**config.mk**
```make
export PLATFORM = sky130hd
export DESIGN_NAME = uart_csr_top
export DESIGN_NICKNAME = d
export VERILOG_FILES = /design/src/rtl/uart_csr_pkg.sv /design/src/rtl/uart_cfg_bank.sv /design/src/rtl/uart_flag_unit.sv /design/src/rtl/uart_irq_merge.sv /design/src/rtl/uart_csr_top.sv
export SDC_FILE = /design/constraint.sdc
export NUM_CORES = 1
export LEC_CHECK = 0
export ABC_AREA = 1
export ABC_CLOCK_PERIOD_IN_PS = 3350
export BUFFER_PORTS_ARGS = -buffer_cell sky130_fd_sc_hd__buf_4
export CORE_ASPECT_RATIO = 0.75
export CORE_UTILIZATION = 29
export DETAILED_ROUTE_END_ITERATION = 7
export PLACE_DENSITY = 0.53
export SETUP_SLACK_MARGIN = 0.02
export SLEW_MARGIN = 10
export SYNTH_ARGS = -nofsm -noshare
export SYNTH_HDL_FRONTEND = slang
export SYNTH_HIERARCHICAL = 1
export SYNTH_SLANG_ARGS = --single-unit
```
**constraint.sdc**
```tcl
create_clock -name clk -period 3.35 [get_ports clk]
set_clock_uncertainty 0.15 [all_clocks]
set_input_delay 0 -clock clk [delete_from_list [all_inputs] [get_ports clk]]
set_output_delay 0 -clock clk [all_outputs]
set_load 0.1 [all_outputs]
```
**src/rtl/uart_csr_pkg.sv**
```systemverilog
package uart_csr_pkg;
  localparam int unsigned REG_W = 32;

  // byte offsets of the register map
  localparam int unsigned OFS_CTRL_A  = 'h00;
  localparam int unsigned OFS_CTRL_B  = 'h04;
  localparam int unsigned OFS_CTRL_C  = 'h08;
  localparam int unsigned OFS_BAUD    = 'h0C;
  localparam int unsigned OFS_GUARD   = 'h10;
  localparam int unsigned OFS_TMO     = 'h14;
  localparam int unsigned OFS_REQ     = 'h18;
  localparam int unsigned OFS_STATUS  = 'h1C;
  localparam int unsigned OFS_CLEAR   = 'h20;
  localparam int unsigned OFS_RXD     = 'h24;
  localparam int unsigned OFS_TXD     = 'h28;

  // plain configuration words, in slot order
  localparam int unsigned N_CFG = 6;
  localparam int unsigned CFG_OFS  [N_CFG] = '{OFS_CTRL_A, OFS_CTRL_B, OFS_CTRL_C,
                                               OFS_BAUD, OFS_GUARD, OFS_TMO};
  localparam logic [REG_W-1:0] CFG_MASK [N_CFG] = '{32'hFFFF_FFFF, 32'hFFFF_FFFF,
                                                    32'hFFFF_FFFF, 32'h0000_FFFF,
                                                    32'hFFFF_FFFF, 32'hFFFF_FFFF};
  localparam int unsigned SLOT_A = 0;
  localparam int unsigned SLOT_B = 1;
  localparam int unsigned SLOT_C = 2;
  localparam int unsigned SLOT_BAUD = 3;
  localparam int unsigned SLOT_GUARD = 4;
  localparam int unsigned SLOT_TMO = 5;

  // control bits the block itself acts on
  localparam int unsigned A_PORT_EN = 0;
  localparam int unsigned A_RX_EN   = 2;
  localparam int unsigned A_TX_EN   = 3;
  localparam int unsigned C_OVR_OFF = 12;
  localparam int unsigned REQ_FLUSH = 3;

  // status bits owned by the block
  localparam int unsigned ST_OVR     = 3;
  localparam int unsigned ST_RX_FULL = 5;
  localparam int unsigned ST_TX_DONE = 6;
  localparam int unsigned ST_TX_MT   = 7;

  localparam logic [REG_W-1:0] STATUS_RST = 32'h0200_00C0;
  localparam logic [REG_W-1:0] EVT_MASK   = ~((32'h1 << ST_OVR) | (32'h1 << ST_RX_FULL) |
                                              (32'h1 << ST_TX_DONE) | (32'h1 << ST_TX_MT));

  // interrupt pairs: status bit and enable bit in {C,B,A} (A = 0..31, B = 32.., C = 64..)
  localparam int unsigned N_PAIR = 15;
  localparam int unsigned PAIR_FLAG [N_PAIR] = '{7, 6, 5, 4, 0, 1, 3, 3, 17, 11, 12, 9, 8, 20, 15};
  localparam int unsigned PAIR_EN   [N_PAIR] = '{7, 6, 5, 4, 8, 64, 5, 64, 14, 26, 27, 74, 38, 86, 5};
endpackage

```
**src/rtl/uart_cfg_bank.sv**
```systemverilog
module uart_cfg_bank
  import uart_csr_pkg::*;
#(
  parameter int unsigned ADDR_W = 10
) (
  input  logic                         clk,
  input  logic                         rst_n,
  input  logic                         wr_en,
  input  logic [ADDR_W-1:0]            addr,
  input  logic [REG_W-1:0]             wdata,
  output logic [N_CFG-1:0][REG_W-1:0]  cfg,
  output logic                         rd_hit,
  output logic [REG_W-1:0]             rd_val
);
  logic [N_CFG-1:0]            sel;
  logic [N_CFG-1:0][REG_W-1:0] masked;

  for (genvar g = 0; g < N_CFG; g++) begin : g_slot
    assign sel[g]    = (addr == ADDR_W'(CFG_OFS[g]));
    assign masked[g] = sel[g] ? (cfg[g] & CFG_MASK[g]) : '0;

    always_ff @(posedge clk) begin
      if (!rst_n)              cfg[g] <= '0;
      else if (wr_en && sel[g]) cfg[g] <= wdata & CFG_MASK[g];
    end
  end

  always_comb begin
    rd_val = '0;
    for (int i = 0; i < N_CFG; i++) rd_val = rd_val | masked[i];
  end
  assign rd_hit = |sel;
endmodule

```
**src/rtl/uart_flag_unit.sv**
```systemverilog
module uart_flag_unit
  import uart_csr_pkg::*;
#(
  parameter int unsigned DATA_W = 9
) (
  input  logic              clk,
  input  logic              rst_n,
  input  logic [REG_W-1:0]  ctrl_a,
  input  logic [REG_W-1:0]  ctrl_c,
  input  logic              clr_wr,
  input  logic              flush_wr,
  input  logic              pop_rd,
  input  logic              txd_wr,
  input  logic [REG_W-1:0]  wdata,
  input  logic [REG_W-1:0]  evt_set,
  input  logic              rx_valid,
  input  logic [DATA_W-1:0] rx_byte,
  input  logic              tx_ready,
  output logic [REG_W-1:0]  status,
  output logic [DATA_W-1:0] rx_hold,
  output logic [DATA_W-1:0] tx_hold,
  output logic              tx_valid,
  output logic [DATA_W-1:0] tx_data,
  output logic              rx_ready
);
  logic             rx_on, arrive, ovr_hit, store, tx_fire, tx_start;
  logic [REG_W-1:0] status_d;

  assign rx_on    = ctrl_a[A_PORT_EN] & ctrl_a[A_RX_EN];
  assign arrive   = rx_valid & rx_on;
  assign ovr_hit  = arrive & status[ST_RX_FULL] & ~ctrl_c[C_OVR_OFF];
  assign store    = arrive & ~ovr_hit;
  assign tx_fire  = tx_valid & tx_ready;
  assign tx_start = txd_wr & ctrl_a[A_TX_EN] & ~tx_valid;
  assign rx_ready = ~status[ST_RX_FULL];

  // clears first, then sets: a set in the same cycle wins
  always_comb begin
    status_d = status;
    if (clr_wr)               status_d = status_d & ~wdata;
    if (flush_wr && wdata[REQ_FLUSH]) status_d[ST_RX_FULL] = 1'b0;
    if (pop_rd)               status_d[ST_RX_FULL] = 1'b0;
    if (txd_wr)               status_d[ST_TX_MT] = 1'b0;
    if (tx_fire) begin
      status_d[ST_TX_MT]   = 1'b1;
      status_d[ST_TX_DONE] = 1'b1;
    end
    if (store)                status_d[ST_RX_FULL] = 1'b1;
    if (ovr_hit)              status_d[ST_OVR] = 1'b1;
    status_d = status_d | (evt_set & EVT_MASK);
  end

  always_ff @(posedge clk) begin
    if (!rst_n) begin
      status   <= STATUS_RST;
      rx_hold  <= '0;
      tx_hold  <= '0;
      tx_valid <= 1'b0;
      tx_data  <= '0;
    end else begin
      status <= status_d;
      if (store)  rx_hold <= rx_byte;
      if (txd_wr) tx_hold <= wdata[DATA_W-1:0];
      if (tx_start) begin
        tx_valid <= 1'b1;
        tx_data  <= wdata[DATA_W-1:0];
      end else if (tx_fire) begin
        tx_valid <= 1'b0;
      end
    end
  end
endmodule

```
**src/rtl/uart_irq_merge.sv**
```systemverilog
module uart_irq_merge
  import uart_csr_pkg::*;
(
  input  logic [REG_W-1:0] status,
  input  logic [REG_W-1:0] ctrl_a,
  input  logic [REG_W-1:0] ctrl_b,
  input  logic [REG_W-1:0] ctrl_c,
  output logic             irq
);
  logic [3*REG_W-1:0] enables;
  logic [N_PAIR-1:0]  hit;

  assign enables = {ctrl_c, ctrl_b, ctrl_a};

  for (genvar p = 0; p < N_PAIR; p++) begin : g_pair
    assign hit[p] = status[PAIR_FLAG[p]] & enables[PAIR_EN[p]];
  end

  assign irq = |hit;
endmodule

```
**src/rtl/uart_csr_top.sv**
```systemverilog
module uart_csr_top
  import uart_csr_pkg::*;
#(
  parameter int unsigned ADDR_W = 10,
  parameter int unsigned DATA_W = 9
) (
  input  logic              clk,
  input  logic              rst_n,
  input  logic              bus_en,
  input  logic              bus_we,
  input  logic [ADDR_W-1:0] bus_addr,
  input  logic [31:0]       bus_wdata,
  output logic [31:0]       bus_rdata,
  input  logic              rx_valid,
  output logic              rx_ready,
  input  logic [DATA_W-1:0] rx_byte,
  output logic              tx_valid,
  input  logic              tx_ready,
  output logic [DATA_W-1:0] tx_data,
  input  logic [31:0]       dp_evt_set,
  output logic              irq,
  output logic [31:0]       cfg_ctrl_a,
  output logic [31:0]       cfg_ctrl_b,
  output logic [31:0]       cfg_ctrl_c,
  output logic [15:0]       cfg_baud,
  output logic [31:0]       cfg_guard,
  output logic [31:0]       cfg_timeout
);
  logic                        wr, rd;
  logic                        cfg_hit;
  logic [REG_W-1:0]            cfg_val;
  logic [N_CFG-1:0][REG_W-1:0] cfg;
  logic [REG_W-1:0]            status_q;
  logic [DATA_W-1:0]           rx_hold_q, tx_hold_q;

  assign wr = bus_en &  bus_we;
  assign rd = bus_en & ~bus_we;

  uart_cfg_bank #(.ADDR_W(ADDR_W)) u_cfg (
    .clk(clk), .rst_n(rst_n), .wr_en(wr), .addr(bus_addr), .wdata(bus_wdata),
    .cfg(cfg), .rd_hit(cfg_hit), .rd_val(cfg_val)
  );

  uart_flag_unit #(.DATA_W(DATA_W)) u_flags (
    .clk(clk), .rst_n(rst_n),
    .ctrl_a(cfg[SLOT_A]), .ctrl_c(cfg[SLOT_C]),
    .clr_wr(wr && bus_addr == ADDR_W'(OFS_CLEAR)),
    .flush_wr(wr && bus_addr == ADDR_W'(OFS_REQ)),
    .pop_rd(rd && bus_addr == ADDR_W'(OFS_RXD)),
    .txd_wr(wr && bus_addr == ADDR_W'(OFS_TXD)),
    .wdata(bus_wdata), .evt_set(dp_evt_set),
    .rx_valid(rx_valid), .rx_byte(rx_byte), .tx_ready(tx_ready),
    .status(status_q), .rx_hold(rx_hold_q), .tx_hold(tx_hold_q),
    .tx_valid(tx_valid), .tx_data(tx_data), .rx_ready(rx_ready)
  );

  uart_irq_merge u_irq (
    .status(status_q), .ctrl_a(cfg[SLOT_A]), .ctrl_b(cfg[SLOT_B]),
    .ctrl_c(cfg[SLOT_C]), .irq(irq)
  );

  always_comb begin
    bus_rdata = '0;
    if (rd) begin
      if (cfg_hit)                                 bus_rdata = cfg_val;
      else if (bus_addr == ADDR_W'(OFS_STATUS))   bus_rdata = status_q;
      else if (bus_addr == ADDR_W'(OFS_RXD))      bus_rdata = REG_W'(rx_hold_q);
      else if (bus_addr == ADDR_W'(OFS_TXD))      bus_rdata = REG_W'(tx_hold_q);
    end
  end

  assign cfg_ctrl_a  = cfg[SLOT_A];
  assign cfg_ctrl_b  = cfg[SLOT_B];
  assign cfg_ctrl_c  = cfg[SLOT_C];
  assign cfg_baud    = cfg[SLOT_BAUD][15:0];
  assign cfg_guard   = cfg[SLOT_GUARD];
  assign cfg_timeout = cfg[SLOT_TMO];
endmodule

```
# Word level (Yosys, flattened, before mapping)
# Index checks and enable logic that the tools add are counted.
[totals] reg_bits=236 elab_cells=94
[op_classes] eq_ne=10 mux=20 reduce_logical=15 bitwise_logic=38
[ops] op="32-bit two-way mux" n=9
[ops] op="32-bit OR" n=6
[ops] op="10-bit by 5-bit == test with 1-bit output, second input constant" n=4
[ops] op="32-bit bitwise AND" n=1
[ops] op="32-bit inverter" n=1
[ops] op="10-bit by 6-bit == test with 1-bit output, second input constant" n=3
[ops] op="1-bit bitwise AND" n=25
[ops] op="10-bit by 4-bit == test with 1-bit output, second input constant" n=2
[ops] op="9-bit two-way mux" n=2
[ops] op="16-bit two-way mux" n=1
[ops] op="15-bit OR reduction" n=1
[ops] op="1-bit logical AND" n=11
[ops] op="10-bit by 3-bit == test with 1-bit output, second input constant" n=1
[ops] op="10-bit zero test" n=1
[ops] op="1-bit two-way mux" n=7
[ops] op="6-bit OR reduction" n=1
[ops] op="1-bit inverter" n=5
[ops] op="2-bit two-way mux" n=1
[ops] op="2-bit nonzero test" n=1

# Logic depth before layout (Yosys ltp)
# Gate-level depths: netlist of the first run.
[depth] word_depth=9 ltp_mapped=14 ltp_nobuf=11

# Cells and area by module
# The synthesis of the first run kept the hierarchy.
[by_module_without_submodules] module="uart_cfg_bank" cells_each=1443 instances=1 area_per_inst_um2=9085.0
[by_module_without_submodules] module="uart_flag_unit" cells_each=289 instances=1 area_per_inst_um2=2202.1
[by_module_without_submodules] module="uart_csr_top" cells_each=186 instances=1 area_per_inst_um2=867.1
[by_module_without_submodules] module="uart_irq_merge" cells_each=31 instances=1 area_per_inst_um2=118.9

# Worst setup path after synthesis of the first run
# Ideal clock, no wire load.
[synth_timing] kind="register to output" start="register u_cfg/cfg[86] (netlist bit)" end="output bus_rdata[22]" path_slack_ns=0.318 path_stages_with_launch=7 arrival_ns=2.882 path_cell_list="dfxtp_1 inv_1 o21ai_0 inv_1 nand2_1 o21ai_0 a21oi_1"
[synth_between] elab_chain_len=7
[synth_rtl] item="from (decl)" line="uart_cfg_bank.sv:11" rtl="output logic [N_CFG-1:0][REG_W-1:0] cfg,"
[synth_rtl] item="from (signal, indexed assignment)" line="uart_cfg_bank.sv:24" rtl="else if (wr_en && sel[g]) cfg[g] <= wdata & CFG_MASK[g];"
[synth_rtl] item="32-bit two-way mux" line="uart_cfg_bank.sv:20" rtl="assign masked[g] = sel[g] ? (cfg[g] & CFG_MASK[g]) : '0;"
[synth_rtl] item="32-bit OR (4 in series)" line="uart_cfg_bank.sv:30" rtl="for (int i = 0; i < N_CFG; i++) rd_val = rd_val | masked[i];"
[synth_rtl] item="via cfg_val[22]" line="uart_csr_top.sv:31" rtl="logic [REG_W-1:0] cfg_val;"
[synth_rtl] item="32-bit two-way mux" line="uart_csr_top.sv:65" rtl="if (cfg_hit) bus_rdata = cfg_val;"
[synth_rtl] item="32-bit two-way mux" line="uart_csr_top.sv:64" rtl="if (rd) begin"
[synth_rtl] item="to (decl)" line="uart_csr_top.sv:13" rtl="output logic [31:0] bus_rdata,"
# The timed path passes the listed nets, and every way through them passes these cells.

# Final worst setup path of the first run
[layout_timing] start="input bus_addr[1]" end="output bus_rdata[5]"
[layout_between] elab_chain_len=9 word_cells_on_any_way=26
[layout_rtl] item="from (decl)" line="uart_csr_top.sv:11" rtl="input logic [ADDR_W-1:0] bus_addr,"
[layout_rtl] item="10-bit by 3-bit == test with 1-bit output or 10-bit zero test (tied branches)" line="uart_cfg_bank.sv:19" rtl="assign sel[g] = (addr == ADDR_W'(CFG_OFS[g]));"
[layout_rtl] item="32-bit two-way mux" line="uart_cfg_bank.sv:20"
[layout_rtl] item="32-bit OR (4 in series)" line="uart_cfg_bank.sv:30"
[layout_rtl] item="32-bit OR (*)" line="uart_cfg_bank.sv:30"
[layout_rtl] item="via cfg_val[5]" line="uart_csr_top.sv:31"
[layout_rtl] item="32-bit two-way mux (*)" line="uart_csr_top.sv:65"
[layout_rtl] item="32-bit two-way mux (*)" line="uart_csr_top.sv:64"
# The timed path passes the listed nets; every way through them passes the cells marked *.

==> flow_summary.rst, run 1 <==
.. list-table::
   :header-rows: 1

   * - Metric
     - Value
   * - Start of the worst register-to-register path
     - u_cfg/cfg[0]$_SDFFE_PN0P_
   * - Number of setup violations in the final report
     - 0
   * - Cell chosen for the clock root
     - sky130_fd_sc_hd__clkbuf_16
   * - Number of iterations in the first detailed-routing pass
     - 5
   * - Via count of the first global-routing pass
     - roughly 13000
   * - Peak ir drop on the vdd network
     - 0.000378 V
   * - Tightest Hold Check Type
     - in -> reg
   * - P_int
     - 5070 µW
   * - Worst min-delay path startpoint
     - bus_we
   * - First-pass GRT wire length
     - 79000 µm
   * - Data required, critical path
     - 3.20 ns
   * - Antenna diodes
     - 0
   * - Port Buffers
     - slightly above 300
   * - Final-layout fill cell count
     - 4337
   * - Clock latency reported for the late side of the worst-skew pair
     - 0.57 ns
   * - Net total in the final layout
     - 2402
   * - Crit. Startpoint
     - bus_addr[1]
   * - Most common library cell in the layout ignoring fill and taps
     - sky130_fd_sc_hd__nand2_1
   * - Effective utilization at floorplan
     - 0.296
   * - Setup TNS after final layout
     - 0 ns
   * - Area added between synthesis and finish
     - 41.6%
   * - Net Sw Power
     - 1620 µW
   * - Period minus WS final
     - a little over 3 ns
   * - Max Buffers Root-to-Sink
     - 3
   * - Crit. End Element
     - output pin
   * - Largest net degree at the start of global routing
     - approximately 130
   * - Max-cap viol count
     - 0
   * - Startpoint type of the worst setup path
     - primary input
   * - Top Ports
     - ~310
   * - DR vias
     - approximately 14000
   * - WL final
     - 53900 µm
   * - Part of the power in combinational logic
     - 0.074
   * - Flop pwr share
     - 0.425
   * - Clock network power share
     - 0.501
   * - Yosys warning total
     - 6
   * - Max-slew violation total from the final report
     - 0
   * - Slew at the pin closest to its max-slew limit
     - 0.858 ns
   * - Initial DRC count
     - 1115
   * - Synthesized area
     - 0.0121 mm²
   * - Top library cells by usage in the layout, fill and taps aside
     - sky130_fd_sc_hd__nand2_1, sky130_fd_sc_hd__nor2_1, sky130_fd_sc_hd__buf_4
   * - Gp weighted congestion
     - 0.843
   * - Syn Area/Cell
     - 6.29 µm²
   * - Core Rows
     - 64
   * - Max FO, Critical Path
     - 53
   * - Die Outline Area
     - 0.0427 mm²
   * - Ratio of final minimum period to clock period
     - 0.906
   * - Overall global routing resource usage
     - 0.244
   * - Clock transition at path regs
     - around 0.060 ns
   * - Area inside the core boundary
     - 0.0410 mm²
   * - Total congestion overflow after global routing
     - 0
   * - Nets in the synthesized netlist
     - 2021
   * - Clock tree from TritonCTS
     - done
   * - Routed vias/inst
     - approximately 4.8
   * - Worst Hold Slack
     - 0.0326 ns
   * - Number of antenna violations at the first check in global routing
     - 1
   * - Count of clock tree sinks
     - 236
   * - Data arrival time of the critical path
     - 2.89 ns
   * - Result of the run
     - complete, no violations
   * - Number of H-tree branching levels
     - 1
   * - Vertical die dimension
     - 179 µm
   * - Half-perimeter wire length after detailed placement
     - 36800 µm
   * - Placed cell area
     - around 0.015 mm²
   * - Width of the die
     - around 240 µm
   * - Kind of critical path
     - in -> out
   * - Number of design rule violations left after detail routing
     - 0
   * - Headroom to the max-slew limit
     - 0.427
   * - Number of failing hold endpoints at the final stage
     - 0
   * - Finished Cell Area
     - 0.0172 mm²
   * - Ratio of cells with drive above 1 in the final layout
     - 0.184
   * - Number of buffers created by CTS
     - 28
   * - FMAX
     - 329 MHz
   * - Switch share
     - 0.242
   * - Multi-input combinational cell area
     - just over 0.006 mm²
   * - Lkg Pwr
     - between 0.008 and 0.009 µW
   * - Register area
     - 0.00472 mm²
   * - Mapped Cells
     - 1932
   * - RSZ-0062 raised after global routing
     - false
   * - Ratio of total power to cell area
     - 389 mW/mm²
   * - DR WL/cell
     - between 15 and 20 µm
   * - DRT antenna net count
     - 0
state kept, by name, indices dropped and copies added (netlist names):
| register | count |
|---|---|
| u_flags/rx_hold | 9 |
| u_flags/tx_hold | 9 |
| u_flags/tx_data | 9 |
| u_cfg/cfg | 176 |
| u_flags/tx_valid | 1 |
| u_flags/status | 32 |
cell type report:
type                    instances  share of cell area
multi-input cells            1372               0.354
flip-flops and latches        236               0.275
repair buffers                470               0.227
clock buffers                  39              0.0485
inverters                     205              0.0453
well taps                     561              0.0408
clock inverters                13             0.00989
path summary, 6_finish.rpt:
kind                                     endpoint  slack, ns  cells after the start
hold / removal    u_flags/tx_hold[7]$_SDFFE_PN0P_       0.03                      5
setup / recovery                     bus_rdata[5]       0.31                     13
hold reg to reg        u_cfg/cfg[94]$_SDFFE_PN0P_       0.33                      2
setup reg to reg  u_flags/rx_hold[1]$_SDFFE_PN0P_       0.78                      7
through the flow:
step,power [µW],std cells,setup WS (ns),util
global placement,3280,2713,0.797,0.363
CTS,6760,2893,0.134,0.419
detailed placement,3290,2713,0.705,0.363
global route,6900,2896,0.120,0.419
finish,6690,2896,0.313,0.419
floorplan,3070,1932,0.318,-
per-layer routing:
metal / share of wire / track usage / routed length, µm
met5: 0.0021 / 0.0186 / 114
met4: 0.026 / 0.0676 / 1420
met3: 0.089 / 0.0571 / 4780
met2: 0.42 / 0.361 / 22400
met1: 0.47 / 0.348 / 25200
worst max-delay path, cell delays in order:
cell,delay (ns)
sky130_fd_sc_hd__dlygate4sd3_1,0.55
sky130_fd_sc_hd__buf_4,0.15
sky130_fd_sc_hd__nor2_1,0.20
sky130_fd_sc_hd__nand2_1,0.15
sky130_fd_sc_hd__nor2_4,0.11
sky130_fd_sc_hd__buf_4,0.53
sky130_fd_sc_hd__nand3_1,0.17
sky130_fd_sc_hd__nand2_1,0.13
sky130_fd_sc_hd__nor2_1,0.04
sky130_fd_sc_hd__nand2_1,0.17
sky130_fd_sc_hd__o21ai_0,0.16
sky130_fd_sc_hd__nor2_1,0.19
sky130_fd_sc_hd__buf_4,0.31
timing repair:
action / in CTS / in global routing
endpoints found under the hold margin: 236 / 0
endpoints found under the setup margin: 0 / 8
setup buffers: 0 / 3
hold buffers: 128 / 0
resized for setup: 0 / 1
power groups by stage:
| stage | Sequential, µW | Combinational (µW) | Clock (µW) |
|---|---|---|---|
| finish | 2850 | 495 | 3350 |
| detailed placement | 2910 | 381 | 0 |
| global route | 2850 | 529 | 3530 |
| floorplan | 2910 | 164 | 0 |
| global placement | 2910 | 377 | 0 |
| CTS | 2850 | 489 | 3420 |
Note: power is estimated with default switching activity, not from simulation.
==> run 2, diff against run 1 <==
ABC_CLOCK_PERIOD_IN_PS = 2800   (was 3350)
clock period = 2.8 ns   (was 3.35 ns; I/O delays follow)
==> flow_summary.rst, run 2 (synthesized netlist as in run 1, its figures left out) <==
.. list-table::
   :header-rows: 1

   * - Metric
     - Value
   * - Largest register FFs
     - 176
   * - Largest register by flop count
     - u_cfg/cfg
   * - Count of clock tree sinks
     - 236
   * - Width of the die
     - 238 µm
   * - Placed cell area
     - 0.0151 mm²
   * - Max-slew violation total from the final report
     - 0
   * - Total congestion overflow after global routing
     - 0
   * - Number of H-tree branching levels
     - 1
   * - Overall global routing resource usage
     - 0.242
   * - WL final
     - ~53000 µm
   * - Most common library cell in the layout ignoring fill and taps
     - sky130_fd_sc_hd__nand2_1
   * - Tightest Hold Check Type
     - in -> reg
   * - Area added between synthesis and finish
     - 43.3%
   * - Effective utilization at floorplan
     - 0.296
   * - Number of iterations in the first detailed-routing pass
     - 6
   * - Finished Cell Area
     - 0.0174 mm²
   * - First-pass GRT wire length
     - 78500 µm
   * - Number of antenna violations at the first check in global routing
     - 0
   * - Port Buffers
     - 304
   * - Ratio of cells with drive above 1 in the final layout
     - 0.196
   * - Via count of the first global-routing pass
     - 12700
   * - Data required, critical path
     - 2.65 ns
   * - Kind of critical path
     - in -> out
   * - Net total in the final layout
     - between 2000 and 2500
   * - Top library cells by usage in the layout, fill and taps aside
     - sky130_fd_sc_hd__nand2_1, sky130_fd_sc_hd__nor2_1, sky130_fd_sc_hd__buf_4
   * - Crit. End Element
     - output pin
   * - DRT antenna net count
     - 0
   * - Max Buffers Root-to-Sink
     - 3
   * - Half-perimeter wire length after detailed placement
     - 36400 µm
   * - Clock latency reported for the late side of the worst-skew pair
     - 0.56 ns
   * - Post-Place Worst Slack
     - 0.531 ns
   * - Lkg Pwr
     - 0.00833 µW
   * - Cell chosen for the clock root
     - sky130_fd_sc_hd__clkbuf_16
   * - FMAX
     - between 300 and 400 MHz
   * - Slew at the pin closest to its max-slew limit
     - 0.775 ns
   * - Total Power
     - slightly below 8000 µW
   * - Antenna diodes
     - 0
   * - Max-cap viol count
     - 0
   * - Clock tree from TritonCTS
     - done
   * - Ratio of final minimum period to clock period
     - 0.949
   * - DR vias
     - 13800
   * - Number of cells after detailed placement
     - 2726
   * - Number of setup violations in the final report
     - 0
   * - Number of buffers created by CTS
     - 28
   * - Startpoint type of the worst setup path
     - primary input
   * - Area inside the core boundary
     - between 0.04 and 0.05 mm²
   * - Top flop regs
     - u_cfg/cfg (176), u_flags/status (32)
   * - Gp weighted congestion
     - around 0.85
   * - Number of design rule violations left after detail routing
     - 0
   * - Peak ir drop on the vdd network
     - 0.000415 V
   * - Final Non-Filler Cells
     - 2910
   * - Core Rows
     - 64
   * - Ratio of total power to cell area
     - 445 mW/mm²
   * - Result of the run
     - complete, no violations
   * - Setup TNS after final layout
     - 0 ns
   * - Vertical die dimension
     - ~180 µm
   * - Top Ports
     - between 300 and 400
   * - Die Outline Area
     - 0.0427 mm²
   * - DR WL/cell
     - about 18 µm
   * - Routed vias/inst
     - between 4 and 5
   * - Largest net degree at the start of global routing
     - 88
   * - Crit path setup slack, layout
     - 0.144 ns
   * - Period minus WS final
     - 2.66 ns
   * - Number of failing hold endpoints at the final stage
     - 0
   * - Headroom to the max-slew limit
     - 0.483
   * - Initial DRC count
     - ~1100
   * - Clock transition at path regs
     - 0.06 ns
   * - RSZ-0062 raised after global routing
     - false
   * - Data arrival time of the critical path
     - 2.51 ns
   * - Max FO, Critical Path
     - 46
-- run 2: metrics by stage --
step | util | hold slack (ns)
2_1_floorplan | - | -0.0616
3_3_place_gp | 0.369 | 0.0297
3_5_place_dp | 0.369 | 0.0416
4_1_cts | 0.424 | 0.00186
5_1_grt | 0.425 | 0.0744
6_report | 0.425 | 0.0327
-- run 2: per-layer routing --
metal,track usage,vias to the layer above,part of all wire
met4,0.0609,0,0.025
met1,0.347,6467,0.47
li1,-,6815,-
met5,0,-,0
met3,0.0496,62,0.079
met2,0.368,448,0.43
-- run 2: where the power goes --
group / leakage (µW) / total, µW / switching [µW] / internal [µW]
registers: 0.00191 / 3400 / 18.4 / 3390
logic: 0.00596 / 600 / 344 / 255
clock network: 0.000458 / 3750 / 1540 / 2210
-- run 2: final timing paths --
kind / from / end / slack [ns] / depth (start not counted)
min reg2reg: u_cfg/cfg[91]$_SDFFE_PN0P_ / u_cfg/cfg[91]$_SDFFE_PN0P_ / 0.33 / 2
min: bus_addr[0] / u_cfg/cfg[95]$_SDFFE_PN0P_ / 0.03 / 7
max reg2reg: u_cfg/cfg[2]$_SDFFE_PN0P_ / u_flags/rx_hold[0]$_SDFFE_PN0P_ / 0.19 / 7
max: bus_addr[9] / bus_rdata[16] / 0.14 / 13
-- run 2: layout make-up --
type / instances / area [µm²]
Clock buffer: 43 / 868
Clock inverter: 7 / 68.8
Fill cell: 4336 / 23600
Inverter: 205 / 778
Multi-Input combinational cell: 1372 / 6160
Sequential cell: 236 / 4720
Tap cell: 561 / 702
Timing Repair Buffer: 486 / 4110
-- run 2: repair_timing --
| action | 4_1_cts | 5_1_grt |
|---|---|---|
| endpoints found under the setup margin | 0 | 18 |
| hold buffers | 132 | 0 |
| endpoints found under the hold margin | 236 | 0 |
| setup buffers | 0 | 2 |
| resized for setup | 0 | 6 |
-- run 2: critical path: stages --
cell                            delay (ns)
sky130_fd_sc_hd__buf_4                0.13
sky130_fd_sc_hd__nor2_4               0.22
sky130_fd_sc_hd__inv_2                0.04
sky130_fd_sc_hd__dlygate4sd3_1        0.59
sky130_fd_sc_hd__nor2_4               0.17
sky130_fd_sc_hd__buf_12               0.20
sky130_fd_sc_hd__nand2_1              0.09
sky130_fd_sc_hd__nand3_1              0.10
sky130_fd_sc_hd__inv_2                0.09
sky130_fd_sc_hd__buf_12               0.19
sky130_fd_sc_hd__o21ai_0              0.32
sky130_fd_sc_hd__a21oi_2              0.06
sky130_fd_sc_hd__buf_4                0.24
